--- config.mk ---
export PLATFORM = sky130hd
export DESIGN_NAME = tcon_ctrl
export DESIGN_NICKNAME = d
export VERILOG_FILES = /design/src/rtl/tcon_pkg.sv /design/src/rtl/tcon_pin_sync.sv /design/src/rtl/tcon_ext_req.sv /design/src/rtl/tcon_tmr_slice.sv /design/src/rtl/tcon_ctrl.sv
export SDC_FILE = /design/constraint.sdc
export NUM_CORES = 1
export LEC_CHECK = 0
export ABC_AREA = 1
export CAP_MARGIN = 20
export CORE_ASPECT_RATIO = 0.9
export CORE_MARGIN = 5
export CORE_UTILIZATION = 45
export CTS_CLUSTER_SIZE = 24
export DETAILED_ROUTE_END_ITERATION = 10
export DONT_BUFFER_PORTS = 1
export MAX_ROUTING_LAYER = met4
export PLACE_DENSITY = 0.67
export SETUP_SLACK_MARGIN = 0.15
export SKIP_CTS_REPAIR_TIMING = 1
export SLEW_MARGIN = 5
export SYNTH_ARGS = -nofsm -noshare
export SYNTH_HDL_FRONTEND = slang
export SYNTH_SLANG_ARGS = --single-unit
--- constraint.sdc ---
create_clock -name clk_i -period 0.95 [get_ports clk_i]
set_input_delay 0.1425 -clock clk_i [delete_from_list [all_inputs] [get_ports clk_i]]
set_output_delay 0.1425 -clock clk_i [all_outputs]
set_load 0.01 [all_outputs]
--- src/rtl/tcon_pkg.sv ---
package tcon_pkg;
  localparam int unsigned REG_W  = 8;
  localparam int unsigned IDX_W  = 3;
  localparam int unsigned N_TMR  = 2;
  localparam int unsigned N_EXT  = 2;

  function automatic int unsigned type_pos(input int unsigned ch);
    return 2 * ch;
  endfunction
  function automatic int unsigned req_pos(input int unsigned ch);
    return 2 * ch + 1;
  endfunction
  function automatic int unsigned run_pos(input int unsigned t);
    return 4 + 2 * t;
  endfunction
  function automatic int unsigned flag_pos(input int unsigned t);
    return 5 + 2 * t;
  endfunction
endpackage

--- src/rtl/tcon_pin_sync.sv ---
module tcon_pin_sync #(
  parameter int unsigned STAGES = 2
) (
  input  logic clk_i,
  input  logic rst_ni,
  input  logic pin_n_i,
  output logic low_o,
  output logic fall_o
);
  logic [STAGES-1:0] sh_q;
  logic              prev_q;

  always_ff @(posedge clk_i or negedge rst_ni) begin
    if (!rst_ni) begin
      sh_q   <= '1;
      prev_q <= 1'b1;
    end else begin
      sh_q   <= {sh_q[STAGES-2:0], pin_n_i};
      prev_q <= sh_q[STAGES-1];
    end
  end

  assign low_o  = ~sh_q[STAGES-1];
  assign fall_o = prev_q & ~sh_q[STAGES-1];

  a_r7_fall_one_cycle: assert property (@(posedge clk_i) disable iff (!rst_ni)
    fall_o |=> !fall_o);
endmodule

--- src/rtl/tcon_ext_req.sv ---
module tcon_ext_req (
  input  logic clk_i,
  input  logic rst_ni,
  input  logic low_i,
  input  logic fall_i,
  input  logic type_wr_i,
  input  logic type_val_i,
  input  logic req_wr_i,
  input  logic req_val_i,
  input  logic ack_i,
  output logic type_o,
  output logic req_o
);
  logic type_q, latch_q, latch_d;

  always_comb begin
    latch_d = latch_q;
    if (!type_q)       latch_d = 1'b0;      // level mode: no stored state
    else if (fall_i)   latch_d = 1'b1;      // hardware set wins
    else if (req_wr_i) latch_d = req_val_i;
    else if (ack_i)    latch_d = 1'b0;
  end

  always_ff @(posedge clk_i or negedge rst_ni) begin
    if (!rst_ni) begin
      type_q  <= 1'b0;
      latch_q <= 1'b0;
    end else begin
      if (type_wr_i) type_q <= type_val_i;
      latch_q <= latch_d;
    end
  end

  assign type_o = type_q;
  assign req_o  = type_q ? latch_q : low_i;

  a_r7_edge_sets: assert property (@(posedge clk_i) disable iff (!rst_ni)
    (type_q && fall_i && !type_wr_i) |=> req_o);
  a_r8_ack_clears: assert property (@(posedge clk_i) disable iff (!rst_ni)
    (type_q && ack_i && !fall_i && !req_wr_i && !type_wr_i) |=> !req_o);
  a_r10_edge_reentry_clear: assert property (@(posedge clk_i) disable iff (!rst_ni)
    $rose(type_q) |-> !req_o);
endmodule

--- src/rtl/tcon_tmr_slice.sv ---
module tcon_tmr_slice (
  input  logic clk_i,
  input  logic rst_ni,
  input  logic ovf_i,
  input  logic ack_i,
  input  logic run_wr_i,
  input  logic run_val_i,
  input  logic flag_wr_i,
  input  logic flag_val_i,
  output logic run_o,
  output logic flag_o
);
  logic run_q, flag_q;

  always_ff @(posedge clk_i or negedge rst_ni) begin
    if (!rst_ni) begin
      run_q  <= 1'b0;
      flag_q <= 1'b0;
    end else begin
      if (run_wr_i) run_q <= run_val_i;
      if (ovf_i)          flag_q <= 1'b1;
      else if (flag_wr_i) flag_q <= flag_val_i;
      else if (ack_i)     flag_q <= 1'b0;
    end
  end

  assign run_o  = run_q;
  assign flag_o = flag_q;

  a_r3_ovf_sets: assert property (@(posedge clk_i) disable iff (!rst_ni)
    ovf_i |=> flag_o);
  a_r4_ack_clears: assert property (@(posedge clk_i) disable iff (!rst_ni)
    (ack_i && !ovf_i && !flag_wr_i) |=> !flag_o);
endmodule

--- src/rtl/tcon_ctrl.sv ---
module tcon_ctrl
  import tcon_pkg::*;
#(
  parameter logic [7:0]  SFR_ADDR    = 8'h88,
  parameter int unsigned SYNC_STAGES = 2
) (
  input  logic                clk_i,
  input  logic                rst_ni,
  input  logic                sfr_wr_i,
  input  logic [7:0]          sfr_addr_i,
  input  logic [REG_W-1:0]    sfr_wdata_i,
  output logic [REG_W-1:0]    sfr_rdata_o,
  input  logic                bit_wr_i,
  input  logic [IDX_W-1:0]    bit_idx_i,
  input  logic                bit_data_i,
  input  logic [N_TMR-1:0]    tmr_ovf_i,
  input  logic [N_TMR-1:0]    tmr_ack_i,
  input  logic [N_EXT-1:0]    int_n_i,
  input  logic [N_EXT-1:0]    ext_ack_i,
  output logic [N_TMR-1:0]    tmr_run_o,
  output logic [N_TMR-1:0]    tmr_flag_o,
  output logic [N_EXT-1:0]    ext_req_o
);
  logic             byte_hit;
  logic [REG_W-1:0] wr_en, wr_val, view;
  logic [N_EXT-1:0] ext_type;

  assign byte_hit = sfr_wr_i && (sfr_addr_i == SFR_ADDR);

  for (genvar b = 0; b < REG_W; b++) begin : g_wr
    assign wr_en[b]  = byte_hit || (bit_wr_i && (bit_idx_i == IDX_W'(b)));
    assign wr_val[b] = byte_hit ? sfr_wdata_i[b] : bit_data_i;
  end

  for (genvar t = 0; t < N_TMR; t++) begin : g_tmr
    tcon_tmr_slice u_tmr (
      .clk_i      (clk_i),
      .rst_ni     (rst_ni),
      .ovf_i      (tmr_ovf_i[t]),
      .ack_i      (tmr_ack_i[t]),
      .run_wr_i   (wr_en[run_pos(t)]),
      .run_val_i  (wr_val[run_pos(t)]),
      .flag_wr_i  (wr_en[flag_pos(t)]),
      .flag_val_i (wr_val[flag_pos(t)]),
      .run_o      (tmr_run_o[t]),
      .flag_o     (tmr_flag_o[t])
    );
    assign view[run_pos(t)]  = tmr_run_o[t];
    assign view[flag_pos(t)] = tmr_flag_o[t];
  end

  for (genvar c = 0; c < N_EXT; c++) begin : g_ext
    logic low, fall;
    tcon_pin_sync #(.STAGES(SYNC_STAGES)) u_sync (
      .clk_i   (clk_i),
      .rst_ni  (rst_ni),
      .pin_n_i (int_n_i[c]),
      .low_o   (low),
      .fall_o  (fall)
    );
    tcon_ext_req u_req (
      .clk_i      (clk_i),
      .rst_ni     (rst_ni),
      .low_i      (low),
      .fall_i     (fall),
      .type_wr_i  (wr_en[type_pos(c)]),
      .type_val_i (wr_val[type_pos(c)]),
      .req_wr_i   (wr_en[req_pos(c)]),
      .req_val_i  (wr_val[req_pos(c)]),
      .ack_i      (ext_ack_i[c]),
      .type_o     (ext_type[c]),
      .req_o      (ext_req_o[c])
    );
    assign view[type_pos(c)] = ext_type[c];
    assign view[req_pos(c)]  = ext_req_o[c];

    a_r9_level_ignores_ack: assert property (@(posedge clk_i) disable iff (!rst_ni)
      (!ext_type[c] && !wr_en[type_pos(c)]) |=> (ext_req_o[c] == low));
  end

  assign sfr_rdata_o = (sfr_addr_i == SFR_ADDR) ? view : '0;

  a_r6_bit_write_local: assert property (@(posedge clk_i) disable iff (!rst_ni)
    (bit_wr_i && !byte_hit && bit_idx_i != IDX_W'(run_pos(0)))
      |=> (tmr_run_o[0] == $past(tmr_run_o[0])));
endmodule

==> results.py <==
metrics = {
    "outcome": {
        "status": "finished, violations left",
        "violations": "negative hold slack, negative setup slack",
    },
    "power": {
        "clkPwrFrac_pct": 27.6,
        "peakVddDrop_mv": 0.774,
        "p_switching_uw": 459,
        "swShare_pct": 29.5,
        "powerDensity_nw_per_um2": 1340,
        "cell_internal_pwr_mw": 1.10,
        "pwr-share-comb_pct": 26.4,
        "leakagePower_nw": 0.525,
        "finalPower_mw": 1.56,
        "p_seq_share_pct": 46.0,
    },
    "die": {
        "ios": 46,
        "coreArea_um2": 1900,
        "die_h_um": 51.9,
        "dieWidth_um": 56.5,
        "die_area_um2": 2930,
        "placement_rows": 15,
        "initial_core_util_pct": 46.3,
    },
    "worst_setup_path": {
        "reg2reg_from": "g_ext[0].u_sync.sh_q[1]$_DFF_PN1_",
        "end_kind": "output pin",
        "cp_data_required_time_ns": 0.81,
        "arrival_ns": 1.04,
        "ff2ff_path_depth": 5,
        "cp-startpoint": "g_ext[1].u_sync.sh_q[1]$_DFF_PN1_",
        "worstSetupPathType": "reg2out",
        "worst-r2r-setup-slack_ns": -0.10,
        "crit_path_max_fanout": 3,
        "worstSetupStartpointType": "flop",
        "cp-endpoint": "sfr_rdata_o[3]",
        "r2r-end": "g_ext[0].u_req.latch_q$_DFFE_PN0P_",
    },
    "cts": {
        "cts-root-buf": "clkbuf_4",
        "h-tree-depth": 1,
        "clock_latency_ns": 0.28,
        "clk_pin_slew_ns": 0.09,
        "cts_sinks": 14,
        "cts_tree": "done",
        "cts_buffers": 3,
        "clockBufferDepth": 2,
    },
    "final_layout": {
        "final_cell_area_um2": 1160,
        "layout_common_cells": "nand2_1, nand3_1, inv_1, nor2_1, inv_2",
        "syn_to_final_growth_pct": 32.4,
        "mostFrequentLayoutCell": "nand2_1",
        "fin_nets": 168,
        "finalNonFillerCells": 160,
        "antenna_cells": 0,
        "drive_above_1_share_pct": 43.0,
    },
    "timing": {
        "hold_viol_final": 3,
        "relSlewSlack_pct": 57.8,
        "fin_skew_ns": 0.00983,
        "rsz0062_at_grt": "true",
        "layout_setup_ws_ns": -0.235,
        "period_needed_ns": 1.18,
        "holdWs_ns": -0.00902,
        "worst_pin_slew_ns": 0.631,
        "finalSetupViolations": 16,
        "finalCritPeriodShare_pct": 125,
        "drv_slew": 0,
        "fmax_ghz": 0.844,
    },
    "global_routing": {
        "grt_pass1_vias": 798,
        "grt_usage_pct": 15.7,
        "antenna_found_initial": 0,
        "grt_use_met3_pct": 4.71,
        "use_met1_pct": 16.8,
        "overflow": 0,
        "grt_util_met2_pct": 26.5,
        "grt_pass1_wl_mm": 3.43,
        "top_usage_layer": "met2",
        "grt_max_degree": 21,
    },
    "yosys": {
        "ys_ff_latch": 14,
        "syn_inst": 126,
        "netlist_top_cells_area": "dfrtp_1, dfstp_2, nand2_1, nor2_1, inv_1",
        "ys_types": 20,
        "synth_nets": 158,
        "synthesis.area_um2": 877,
        "synth_warnings": 0,
        "synth_area_leader_cell": "dfrtp_1",
        "synth_top_area_share_pct": 22.8,
        "synth_area_per_cell_um2": 6.96,
        "synth-seq-area-share_pct": 40.8,
    },
    "detailed_routing": {
        "vias": 830,
        "final_antenna_net_count": 0,
        "routed_wirelength_mm": 2.15,
        "drt-pass1-iter-count": 4,
        "wl_per_cell_um": 13.4,
        "drt_iter0_drc": 13,
        "via_per_inst": 5.19,
        "drc": 0,
    },
    "placement": {
        "gp_congestion": 0.753,
        "port_buffers": 0,
        "dp_slack_ns": -0.0991,
        "hpwl_mm": 1.67,
        "place_area_um2": 1010,
        "placed_cells": 149,
    },
    "worst_hold_path": {
        "hold_class": "in2reg",
        "min-delay-start": "bit_data_i",
    },
    "flow_run": {
        "drv_cap": 0,
    },
}
critical path: stages (launching register included):
cell and delay [ns]:
dfstp_2 0.57, nand2_2 0.07, o21ai_4 0.07, nor2_2 0.07
logic make-up after synthesis:
logic type / after synthesis / synth area share (%)
compound gates: 10 / 6.85
buf+inv: 30 / 16.4
flops: 14 / 40.8
simple gates: 72 / 35.9
cells in the mapped netlist:
library cell	n
inv_1	20
clkbuf_1	1
buf_6	1
or2_2	2
o211ai_1	2
o21bai_1	2
nor2_2	1
nand2_1	25
nand3_2	1
dfstp_2	6
nor2_1	24
dfrtp_1	8
nor3b_1	2
nand4_1	2
buf_4	6
o21ai_1	2
buf_2	1
o21ai_0	4
nand3_1	15
inv_2	1
per-stage QoR:
| stage | util, % | TNS, ns |
|---|---|---|
| 2_1_floorplan | - | 0 |
| 3_3_place_gp | 53.2 | -0.00739 |
| 3_5_place_dp | 53.2 | -0.157 |
| 4_1_cts | 55.1 | -1.71 |
| 5_1_grt | 61.3 | -2.06 |
| 6_report | 61.3 | -1.35 |
layer usage:
layer	vias up	part of all wire (%)
li1	410	-
met1	382	38
met2	32	52
met3	6	8.1
met4	0	2.4
met5	-	0
sequential cells by signal, indices dropped and copies added, names as in the netlist:
register / flops
g_ext.u_req.latch_q: 2
g_ext.u_req.type_o: 2
g_ext.u_sync.prev_q: 2
g_ext.u_sync.sh_q: 4
g_tmr.u_tmr.flag_o: 2
g_tmr.u_tmr.run_o: 2
final cells by class:
type                    count  area, um^2
fillers                   175         734
multi-input cells          82         505
flip-flops and latches     14         358
repair buffers             14         149
inverters                  21        81.3
clock buffers               4        36.3
well taps                  25        31.3
worst min-delay path by stage:
stage	end	slack, ns	cells past startpoint
after floorplan	g_ext[0].u_req.latch_q$_DFFE_PN0P_	-0.15	0
after global placement	g_ext[1].u_req.latch_q$_DFFE_PN0P_	-0.15	0
after detailed placement	g_ext[0].u_req.latch_q$_DFFE_PN0P_	-0.15	0
after CTS	g_tmr[1].u_tmr.flag_o$_DFFE_PN0P_	-0.46	0
after global routing	g_tmr[1].u_tmr.flag_o$_DFFE_PN0P_	0.006	2
final	g_tmr[1].u_tmr.run_o$_DFFE_PN0P_	-0.009	2
power by group through the flow:
stage / Sequential, mW / Clock (mW) / Combinational [mW]
6_report: 0.716 / 0.430 / 0.411
5_1_grt: 0.723 / 0.465 / 0.454
4_1_cts: 0.706 / 0.439 / 0.301
3_5_place_dp: 0.717 / 0 / 0.299
3_3_place_gp: 0.714 / 0 / 0.291
2_1_floorplan: 0.711 / 0 / 0.297
No activity file was read; power rests on OpenSTA's default activity.
